--- config.mk ---
export PLATFORM = sky130hd
export DESIGN_NAME = pcc_trim
export DESIGN_NICKNAME = d
export VERILOG_FILES = /design/src/rtl/pcc_pkg.sv /design/src/rtl/pcc_minute_sel.sv /design/src/rtl/pcc_divider.sv /design/src/rtl/pcc_test_tap.sv /design/src/rtl/pcc_trim.sv
export SDC_FILE = /design/constraint.sdc
export NUM_CORES = 1
export LEC_CHECK = 0
export BUFFER_PORTS_ARGS = -buffer_cell sky130_fd_sc_hd__buf_2
export CORE_UTILIZATION = 35
export DETAILED_ROUTE_END_ITERATION = 7
export PLACE_DENSITY = 0.63
export SYNTH_ARGS = -nofsm -noshare
export SYNTH_HDL_FRONTEND = slang
export SYNTH_SLANG_ARGS = --single-unit
--- constraint.sdc ---
create_clock -name clk -period 1.8 [get_ports clk]
set_clock_uncertainty 0.05 [all_clocks]
set_input_delay 0.18 -clock clk [delete_from_list [all_inputs] [get_ports clk]]
set_output_delay 0.18 -clock clk [all_outputs]
set_load 0.01 [all_outputs]
--- src/rtl/pcc_pkg.sv ---
package pcc_pkg;
  localparam int MAG_W = 5;
  localparam int MIN_W = 6;

  typedef struct packed {
    logic sel;
    logic pos;
  } corr_t;
endpackage

--- src/rtl/pcc_minute_sel.sv ---
module pcc_minute_sel
  import pcc_pkg::*;
(
  input  logic             clk,
  input  logic             rst_n,
  input  logic             min_stb,
  input  logic             sec_edge,
  input  logic [MAG_W-1:0] cal_mag,
  input  logic             cal_pos,
  output logic             mod_neg,
  output logic             mod_pos
);
  localparam int CMP_W = (MIN_W > MAG_W + 1) ? MIN_W : MAG_W + 1;

  logic [MIN_W-1:0] min_cnt_q, min_cnt_d;
  logic             pend_q, pend_d;
  corr_t            pend_c_q, pend_c_d;
  corr_t            mod_q, mod_d;
  corr_t            now_c;
  logic             sel_now;

  // minute index below twice the magnitude selects this minute
  assign sel_now   = (CMP_W'(min_cnt_q) < CMP_W'({cal_mag, 1'b0}));
  assign now_c.sel = sel_now;
  assign now_c.pos = cal_pos;

  always_comb begin
    min_cnt_d = min_cnt_q;
    pend_d    = pend_q;
    pend_c_d  = pend_c_q;
    mod_d     = mod_q;
    if (min_stb) begin
      min_cnt_d = min_cnt_q + 1'b1;
    end
    if (sec_edge) begin
      pend_d = 1'b0;
      if (min_stb) begin
        mod_d = now_c;
      end else if (pend_q) begin
        mod_d = pend_c_q;
      end else begin
        mod_d = '0;
      end
    end else if (min_stb) begin
      pend_d   = 1'b1;
      pend_c_d = now_c;
    end
  end

  always_ff @(posedge clk or negedge rst_n) begin
    if (!rst_n) begin
      min_cnt_q <= '0;
      pend_q    <= 1'b0;
      pend_c_q  <= '0;
      mod_q     <= '0;
    end else begin
      min_cnt_q <= min_cnt_d;
      pend_q    <= pend_d;
      pend_c_q  <= pend_c_d;
      mod_q     <= mod_d;
    end
  end

  assign mod_neg = mod_q.sel & ~mod_q.pos;
  assign mod_pos = mod_q.sel &  mod_q.pos;

  AST_MIN_WRAP: assert property (@(posedge clk) disable iff (!rst_n)
    (min_stb && min_cnt_q == '1) |=> (min_cnt_q == '0));
  AST_MIN_HOLD: assert property (@(posedge clk) disable iff (!rst_n)
    !min_stb |=> $stable(min_cnt_q));
  AST_SEL_LIMIT: assert property (@(posedge clk) disable iff (!rst_n)
    (min_stb && !sec_edge && min_cnt_q >= MIN_W'(62)) |=> !pend_c_q.sel);
  AST_MOD_AT_EDGE: assert property (@(posedge clk) disable iff (!rst_n)
    !sec_edge |=> ($stable(mod_neg) && $stable(mod_pos)));
endmodule

--- src/rtl/pcc_divider.sv ---
module pcc_divider #(
  parameter int PRE_DIV     = 256,
  parameter int STG_PER_SEC = 128
) (
  input  logic clk,
  input  logic rst_n,
  input  logic osc_en,
  input  logic mod_neg,
  input  logic mod_pos,
  output logic sec_edge
);
  localparam int PRE_W   = $clog2(PRE_DIV + PRE_DIV / 2);
  localparam int STG_W   = $clog2(STG_PER_SEC);
  localparam int LIM_NOM = PRE_DIV - 1;
  localparam int LIM_EXT = PRE_DIV + PRE_DIV / 2 - 1;

  logic [PRE_W-1:0] pre_q, pre_d, pre_lim;
  logic [STG_W-1:0] stg_q, stg_d, stg_lim;
  logic             pre_hit, stg_hit;

  // blanking: first stage period of a slowed second runs half a period longer
  assign pre_lim = (mod_neg && stg_q == '0) ? PRE_W'(LIM_EXT) : PRE_W'(LIM_NOM);
  // splitting: a sped-up second ends one stage pulse early
  assign stg_lim = mod_pos ? STG_W'(STG_PER_SEC - 2) : STG_W'(STG_PER_SEC - 1);

  assign pre_hit  = (pre_q == pre_lim);
  assign stg_hit  = (stg_q == stg_lim);
  assign sec_edge = osc_en & pre_hit & stg_hit;

  always_comb begin
    pre_d = pre_q;
    stg_d = stg_q;
    if (osc_en) begin
      if (pre_hit) begin
        pre_d = '0;
        stg_d = stg_hit ? '0 : stg_q + 1'b1;
      end else begin
        pre_d = pre_q + 1'b1;
      end
    end
  end

  always_ff @(posedge clk or negedge rst_n) begin
    if (!rst_n) begin
      pre_q <= '0;
      stg_q <= '0;
    end else begin
      pre_q <= pre_d;
      stg_q <= stg_d;
    end
  end

  AST_GATED_COUNT: assert property (@(posedge clk) disable iff (!rst_n)
    !osc_en |=> ($stable(pre_q) && $stable(stg_q)));
  AST_TICK_PULSE: assert property (@(posedge clk) disable iff (!rst_n)
    sec_edge |=> !sec_edge);
  AST_NO_DUAL_MOD: assert property (@(posedge clk) disable iff (!rst_n)
    !(mod_neg && mod_pos));
endmodule

--- src/rtl/pcc_test_tap.sv ---
module pcc_test_tap #(
  parameter int PRE_DIV = 256
) (
  input  logic clk,
  input  logic rst_n,
  input  logic osc_en,
  output logic ft_out
);
  localparam int TAP = $clog2(PRE_DIV) - 3;

  logic [TAP:0] cnt_q, cnt_d;

  always_comb begin
    cnt_d = cnt_q;
    if (osc_en) cnt_d = cnt_q + 1'b1;
  end

  always_ff @(posedge clk or negedge rst_n) begin
    if (!rst_n) cnt_q <= '0;
    else        cnt_q <= cnt_d;
  end

  assign ft_out = cnt_q[TAP];

  AST_FT_HOLD: assert property (@(posedge clk) disable iff (!rst_n)
    !osc_en |=> $stable(ft_out));
endmodule

--- src/rtl/pcc_trim.sv ---
module pcc_trim
  import pcc_pkg::*;
#(
  parameter int PRE_DIV     = 256,
  parameter int STG_PER_SEC = 128
) (
  input  logic             clk,
  input  logic             rst_n,
  input  logic             osc_en,
  input  logic             min_stb,
  input  logic [MAG_W-1:0] cal_mag,
  input  logic             cal_pos,
  output logic             sec_tick,
  output logic             ft_out
);
  logic mod_neg, mod_pos, sec_edge;

  pcc_minute_sel u_sel (
    .clk      (clk),
    .rst_n    (rst_n),
    .min_stb  (min_stb),
    .sec_edge (sec_edge),
    .cal_mag  (cal_mag),
    .cal_pos  (cal_pos),
    .mod_neg  (mod_neg),
    .mod_pos  (mod_pos)
  );

  pcc_divider #(.PRE_DIV(PRE_DIV), .STG_PER_SEC(STG_PER_SEC)) u_div (
    .clk      (clk),
    .rst_n    (rst_n),
    .osc_en   (osc_en),
    .mod_neg  (mod_neg),
    .mod_pos  (mod_pos),
    .sec_edge (sec_edge)
  );

  pcc_test_tap #(.PRE_DIV(PRE_DIV)) u_tap (
    .clk    (clk),
    .rst_n  (rst_n),
    .osc_en (osc_en),
    .ft_out (ft_out)
  );

  assign sec_tick = sec_edge;
endmodule

==> summary.md, run 1 <==
| Metric | Value |
|---|---|
| Status | finished, violations left |
| Failing checks | setup timing |
| Leakage | around 0.0010 uW |
| EDFF count, synth | 0 |
| Initial antenna violation count | 0 |
| Synth area leader | dfrtp_1 |
| Commonest non-fill, non-tap cell in the layout | dfrtp_1 |
| Most used DFF post-synth | dfrtp_1 |
| Avg Cell Area, Syn | 10.57 um^2 |
| Root Driver | clkbuf_8 |
| Slew @ Worst Pin | around 0.75 ns |
| Post-Syn Instances | approximately 160 |
| YS warnings | 0 |
| Fin crit period | about 1.9 ns |
| Residual DRC | 0 |
| GRT busiest layer | met2 |
| Vias in the first global route | around 1,300 |
| Gpl congestion | between 0.7 and 0.8 |
| TNS Setup | -0.3655 ns |
| Syn Nets | 181 |
| Pwr dens | 1072 nW/um^2 |
| Die ar. | just over 5000 um^2 |
| Final period utilization | 107.3% |
| Port Buf Inserts | 11 |
| Ranking of synthesized cells by area | dfrtp_1, ha_1, xnor2_1 |
| Iteration-0 DRC Markers | 64 |
| Met1 Use GR | around 18% |
| Antenna Cells | 0 |
| FFs w/ async S/R, synth | between 90% and 100% |
| Routed WL | between 3000 and 4000 um |
| Fin Hold WS | 0.1107 ns |
| Crit Path Class | reg2out |
| Worst path cell trace | buf_6 -> a21bo_1 -> a211o_4 -> nor3_4 -> buf_2 |
| Clk buf depth | 2 |
| Slowest stage delay, CP | approximately 0.4 ns |
| Detail Route Antenna Nets | 0 |
| CTS tree | yes |
| Fin nets | 226 |
| Met3 usage | between 2 and 3% |
| Tot Pwr | around 2400 uW |
| Top-area cell type share of the netlist area | about half |
| CP endpoint kind | primary output |
| Detailed placement HPWL | between 2000 and 2500 um |
| CTS buffer count | 5 |
| Layout area overhead | 32.46% |
| Share of cells above drive strength 1 | between 30% and 40% |
| Synth unique cells | 40 |
| Crit-path slowest cell | dfrtp_1 |
| CTS Sinks | 33 |
| Initial core utilization | between 30% and 40% |
| FP Rows | 25 |
| CP Max Fanout | 2 |
| Max Slew Vio Count | 0 |
| VDD IR max | 0.4799 mV |
| Via count | about 1,300 |
| Post-route worst setup slack | -0.1321 ns |
| Final hold violations | 0 |
| RSZ-0062 raised after global routing | true |
| Die H | between 70 and 80 um |
| Number of synthesized register bits | 33 |
| Global-route wire length before repair | between 5000 and 6000 um |
| Met2 global-route usage | around 22% |
| Setup-failing EPs final | 7 |
| Worst-Skew Late Latency | roughly 0.29 ns |
| Fill count | around 420 |
| Largest net degree at the start of global routing | 34 |
| I/O pins | 12 |
| Max Clock Freq | 0.5176 GHz |
| Avg Vias per Cell | between 4 and 5 |
| Die width | between 70 and 80 um |
| Worst-path clk slew | about 0.08 ns |
| MaxCap Viol Count | 0 |
| Most frequent cells in the layout | dfrtp_1, buf_4, nand2_1 |
| Worst Hold Class | in2reg |
| Post-synthesis sequential area ratio | between 40% and 50% |
| CP required | between 1.5 and 2 ns |
| Congestion Overflow GR | 0 |
| DRT Pass-1 Iters | 4 |
| Core Region | roughly 4700 um^2 |
| Slew Limit Headroom | between 50% and 60% |
| Routed len/inst | roughly 12 um |
| Critical Path Source Type | flip-flop |
| Gr usage total | 13.87% |
| CTS HTree Levels | 2 |
| Crit path arrival time | 1.70 ns |
| Post-Syn Area | 1712 um^2 |
## sequential cells by signal, indices dropped and copies added (netlist names)
name             count
u_div.pre_q          9
u_sel.pend_c_q       2
u_sel.mod_q          2
u_div.stg_q          7
u_tap.cnt_q          6
u_sel.min_cnt_q      6
u_sel.pend_q         1
## final cells by class
class | instances | area [um^2] | area share (%)
clock buffers | 5 | 68.82 | 3.035
flip-flops and latches | 33 | 827.0 | 36.48
well taps | 67 | 83.83 | 3.698
multi-input cells | 116 | 909.6 | 40.12
inverters | 10 | 37.54 | 1.656
clock inverters | 3 | 46.29 | 2.042
repair buffers | 41 | 294.0 | 12.97
## worst paths after layout
path / startpoint / end / slack [ns] / cells past startpoint
worst max-delay path: u_sel.mod_q[1] / sec_tick / -0.13 / 5
worst min register to register: u_tap.cnt_q[5] / u_tap.cnt_q[5] / 0.42 / 1
min in group asynchronous: rst_n / u_sel.min_cnt_q[3] / 0.43 / 2
worst min-delay path: cal_pos / u_sel.pend_c_q[0] / 0.11 / 3
worst max register to register: u_sel.mod_q[1] / u_sel.mod_q[0] / -0.08 / 6
max in group asynchronous: rst_n / u_div.stg_q[4] / 0.74 / 2
## power by group
group          internal (uW)  leakage (uW)  switching (uW)
registers                952      0.000410             183
clock network            414     0.0000543             290
logic                    331      0.000573             260
## critical path: cells and delay by family (launching register included)
| kind | cells | cell delay [ns] |
|---|---|---|
| DFF | 1 | 0.39 |
| buffers and inverters | 2 | 0.28 |
| and+or+nand+nor | 1 | 0.19 |
| AOI/OAI and AO/OA | 2 | 0.54 |
## cell usage after synthesis, types with 2 or more instances
| library cell | instances |
|---|---|
| ha_1 | 9 |
| mux2_2 | 3 |
| o21ai_0 | 9 |
| o31ai_1 | 3 |
| nand2_1 | 18 |
| nor4b_2 | 2 |
| nand4_1 | 7 |
| nand3_1 | 4 |
| a21oi_1 | 5 |
| dfrtp_1 | 33 |
| xor2_1 | 6 |
| mux2_4 | 2 |
| inv_1 | 10 |
| nor3_1 | 2 |
| o41ai_1 | 3 |
| nor2_1 | 12 |
| xnor2_1 | 10 |
| o21a_1 | 2 |
## logic make-up after synthesis
family          Yosys count  synth area share [%]
xor+xnor                 16                 8.187
fa+ha+maj                 9                 6.579
buf+inv                  13                 3.289
mux                       6                 4.386
simple gates             54                 17.11
compound gates           31                 12.21
flops                    33                 48.25
## layer usage
layer,wire length [um],vias to the layer above
li1,-,656
met1,1556,618
met2,1476,20
met3,94,5
met4,50,0
met5,0,-
## per-stage QoR
| stage | instances | worst slack, ns | instance area [um^2] | util (%) |
|---|---|---|---|---|
| 6_report | 275 | -0.1321 | 2267 | 48.00 |
| 5_1_grt | 275 | -0.2008 | 2267 | 48.00 |
| 4_1_cts | 272 | -0.1594 | 2212 | 46.83 |
| 3_5_place_dp | 260 | -0.04736 | 2022 | 42.81 |
| 3_3_place_gp | 260 | -0.04242 | 2022 | 42.81 |
| 2_1_floorplan | 162 | -0.05125 | 1729 | - |
## what timing repair did
item | 4_1_cts | 5_1_grt
hold buffers | 1 | 0
pin swaps | 5 | 4
buffers inserted | 3 | 3
gates resized for setup | 11 | 9
endpoints found under the setup margin | 5 | 13
endpoints found under the hold margin | 33 | 0
No activity file was read; power rests on OpenSTA's default activity.
==> run 2, diff against run 1 <==
--- a/config.mk
+++ b/config.mk
@@ -11,4 +11,5 @@
 export PLACE_DENSITY = 0.63
 export SYNTH_ARGS = -nofsm -noshare
 export SYNTH_HDL_FRONTEND = slang
+export SYNTH_HIERARCHICAL = 1
 export SYNTH_SLANG_ARGS = --single-unit
==> run 2 against run 1 <==
The run still ends with setup timing left. Clock power is 4.0% higher. Worst setup slack worse by 0.14 ns. Global-route usage is 0.94 points higher. Flip-flop and latch count stayed put. Critical path type unchanged. Count of clock-buffer cells in the layout is 1 higher. Fmax is 6.9% lower. Critical endpoint unchanged. Synthesized area is 6.9% higher. Cell area is 10% higher. Critical path depth is 3 higher. Synthesized cell count is 3.7% higher.
==> summary.md, run 2 <==
| Metric | Value |
|---|---|
| RSZ-0062 raised after global routing | true (unchanged) |
| Commonest non-fill, non-tap cell in the layout | buf_4 (was dfrtp_1) |
| Via count | 1,424 (was 1,299) |
| Worst-Skew Late Latency | 0.28 ns (was 0.29 ns) |
| Core Region | 4880 um^2 (was 4723 um^2) |
| CTS Sinks | 33 (unchanged) |
| CTS tree | yes (unchanged) |
| Crit Path Class | reg2out (unchanged) |
| Top-area cell type share of the netlist area | 45.14% (was 48.25%) |
| Initial antenna violation count | 0 (unchanged) |
| Complex-gate fraction of the synthesized area | 11.63% (was 12.21%) |
| Global-route wire length before repair | 6113 um (was 5499 um) |
| Synth area leader | dfrtp_1 (unchanged) |
| FP Rows | 25 (unchanged) |
| Antenna Cells | 0 (unchanged) |
| Gr usage total | 14.80% (was 13.87%) |
| Fin nets | 242 (was 226) |
| FFs w/ async S/R, synth | 100.0% (unchanged) |
| Final hold violations | 0 (unchanged) |
| Failing checks | setup timing (unchanged) |
| Die H | 74.30 um (was 71.93 um) |
| Slew @ Worst Pin | 0.7672 ns (was 0.7477 ns) |
| Sequential share of power | 47.0% (was 46.7%) |
| YS warnings | 6 (was 0) |
| Mux cell area share after synthesis | 4.036% (was 4.386%) |
| Layout area overhead | 36.46% (was 32.46%) |
| Residual DRC | 0 (unchanged) |
| Max Slew Vio Count | 0 (unchanged) |
| Count leader, synth | dfrtp_1 (unchanged) |
| Avg Cell Area, Syn | 10.89 um^2 (was 10.57 um^2) |
| Clk network pwr share | 29.7% (was 29.0%) |
| Share of cells above drive strength 1 | 39.73% (was 35.58%) |
| Largest net degree at the start of global routing | 34 (unchanged) |
| Port Buf Inserts | 11 (unchanged) |
| Root Driver | clkbuf_8 (unchanged) |
| Die width | 74.30 um (was 71.93 um) |
| Detailed placement HPWL | 2393 um (was 2185 um) |
| CP required | 1.57 ns (about the same) |
| Die ar. | 5520 um^2 (was 5174 um^2) |
| Comb pwr share | 23.4% (was 24.3%) |
| Net Sw Power | 749.4 uW (was 733.2 uW) |
| Post-route worst setup slack | -0.2764 ns (was -0.1321 ns) |
| Number of synthesized register bits | 33 (unchanged) |
| Post-layout util | 51.15% (was 48.00%) |
| I/O pins | 12 (unchanged) |
| Congestion Overflow GR | 0 (unchanged) |
| Most frequent cells in the layout | buf_4, dfrtp_1, nand2_1 (was dfrtp_1, buf_4, nand2_1) |
| Fin area | 2496 um^2 (was 2267 um^2) |
| CP endpoint kind | primary output (unchanged) |
| Routed len/inst | 12.90 um (was 11.56 um) |
| CTS buffer count | 5 (unchanged) |
| Non-Filler Instances | 291 (was 275) |
| Crit path arrival time | 1.85 ns (was 1.70 ns) |
| Iteration-0 DRC Markers | 83 (was 64) |
| Largest regs | u_div/pre_q x9, u_div/stg_q x7 (was u_div.pre_q x9, u_div.stg_q x7) |
| Synth cell count leaders | dfrtp_1, nand2_1, xnor2_1, inv_1 (was dfrtp_1, nand2_1, nor2_1, inv_1, xnor2_1) |
| Slew Limit Headroom | 48.85% (was 50.15%) |
| Synth unique cells | 47 (was 40) |
| Worst-path clk slew | 0.07 ns (was 0.08 ns) |
| Clk buf depth | 2 (unchanged) |
| Status | finished, violations left (unchanged) |
| Cells after DPL | 272 (was 260) |
| CP Max Fanout | 3 (was 2) |
| Placed instance area | 2182 um^2 (was 2022 um^2) |
| Setup-failing EPs final | 9 (was 7) |
| Final period utilization | 115.4% (was 107.3%) |
| Initial core utilization | 37.49% (was 36.24%) |
| Worst Hold Class | in2reg (unchanged) |
| Fin crit period | 2.076 ns (was 1.932 ns) |
| Critical Path Source Type | flip-flop (unchanged) |
| Post-synthesis simple-gate area fraction | 21.34% (was 17.11%) |
| Post-Syn Instances | 168 (was 162) |
| Largest family of logic cells by synthesized area | simple AND/OR/NAND/NOR gates (unchanged) |
| Post-Syn Area | 1829 um^2 (was 1712 um^2) |
| Max reg flops | 9 (unchanged) |
| CTS HTree Levels | 2 (unchanged) |
| Detail Route Antenna Nets | 0 (unchanged) |
| TNS Setup | -1.481 ns (was -0.3655 ns) |
| DRT Pass-1 Iters | 4 (unchanged) |
| Gpl congestion | 0.8273 (was 0.7782) |
| Post-synthesis sequential area ratio | 45.14% (was 48.25%) |
| Area share of fa/ha/maj cells after synthesis | 6.156% (was 6.579%) |
| MaxCap Viol Count | 0 (unchanged) |
| Routed WL | 3754 um (was 3178 um) |
| VDD IR max | 0.6460 mV (was 0.4799 mV) |
| Synth Area in XOR/XNOR | 8.140% (was 8.187%) |
| Pint | 1721 uW (was 1697 uW) |
| Switching share of power | 30.34% (was 30.17%) |
| Top reg by flops | u_div/pre_q (was u_div.pre_q) |
| Syn Nets | 187 (was 181) |
| Ranking of synthesized cells by area | dfrtp_1, ha_1, xnor2_1 (unchanged) |
| Leakage | 0.001099 uW (was 0.001037 uW) |
| Vias in the first global route | 1,357 (was 1,285) |
| Avg Vias per Cell | 4.893 (was 4.724) |
| Max Clock Freq | 0.4816 GHz (was 0.5176 GHz) |
| Pwr dens | 989.7 nW/um^2 (was 1072 nW/um^2) |
| EDFF count, synth | 0 (unchanged) |
| Most used DFF post-synth | dfrtp_1 (unchanged) |
[run 2: changes by cell type in the layout (fill, tap and decap cells not counted), sizes merged, moves of 3 or more]
cell,change
mux2i,+4
mux2,-3
o41ai,-3
o31ai,-3
buf,+10
nor2b,+6
o21ai,-7
a211oi,+3
[run 2: layout make-up]
class | instances | area (um^2)
sequential | 33 | 825.8
tap | 67 | 83.83
multi-input combinational | 122 | 1046
inverter | 10 | 37.54
clock inverter | 2 | 37.54
fill | 462 | 2384
timing repair buffer | 51 | 382.9
clock buffer | 6 | 82.58
[run 2: final timing paths]
path / start / to / slack, ns / cells past startpoint
setup / recovery: u_div/stg_q[0] / sec_tick / -0.28 / 8
hold / removal: cal_pos / u_sel/pend_c_q[0] / 0.1 / 2
setup reg to reg: u_div/stg_q[0] / u_sel/pend_c_q[0] / -0.24 / 9
hold reg to reg: u_tap/cnt_q[5] / u_tap/cnt_q[5] / 0.42 / 1
max in group asynchronous: rst_n / u_div/pre_q[8] / 0.76 / 2
min in group asynchronous: rst_n / u_div/pre_q[6] / 0.46 / 2
[run 2: cells by family (layout without fill, tap and decap cells)]
kind of cell | count (synthesis) | count (layout)
adders and majority gates | 9 | 9
AOI/OAI and AO/OA | 28 | 28
xor gates and xnor gates | 17 | 17
DFF | 33 | 33
muxes | 7 | 7
and+or+nand+nor | 61 | 61
buffers and inverters | 13 | 69
[run 2: power groups by stage]
stage	sequential, uW	clock, uW	combinational, uW
floorplan	1150	0	395
global placement	1170	0	545
detailed placement	1170	0	563
CTS	1160	754	567
global route	1200	786	662
finish	1160	733	577
[run 2: through the flow]
step	setup slack (ns)	total power (uW)	hold slack, ns
2_1_floorplan	-0.4440	1544	-0.1656
3_3_place_gp	-0.1663	1716	0.2428
3_5_place_dp	-0.1793	1733	0.2479
4_1_cts	-0.2997	2483	0.07466
5_1_grt	-0.3626	2650	0.1013
6_report	-0.2764	2470	0.09864
[run 2: timing repair]
| action | 4_1_cts | 5_1_grt |
|---|---|---|
| hold buffers | 1 | 0 |
| endpoints found under the hold margin | 33 | 0 |
| endpoints found under the setup margin | 12 | 14 |
| gates resized for setup | 8 | 16 |
| pin swaps | 5 | 11 |
| setup buffers | 6 | 5 |
[run 2: routing by layer]
metal  vias up  GRT usage, %  share of wire, %
met5         -             0                 0
met4         0         5.031               1.1
met3         4         3.659               3.2
met2        22         23.33                46
met1       688         19.98                50
li1        710             -                 -
[run 2: critical path: stages, from the launching register on]
cell and delay [ns]:
dfrtp_1 0.36, inv_2 0.06, ha_4 0.15, nor3b_4 0.16, a211o_1 0.32, a21oi_4 0.14
nor2b_4 0.18, buf_6 0.12, buf_6 0.09
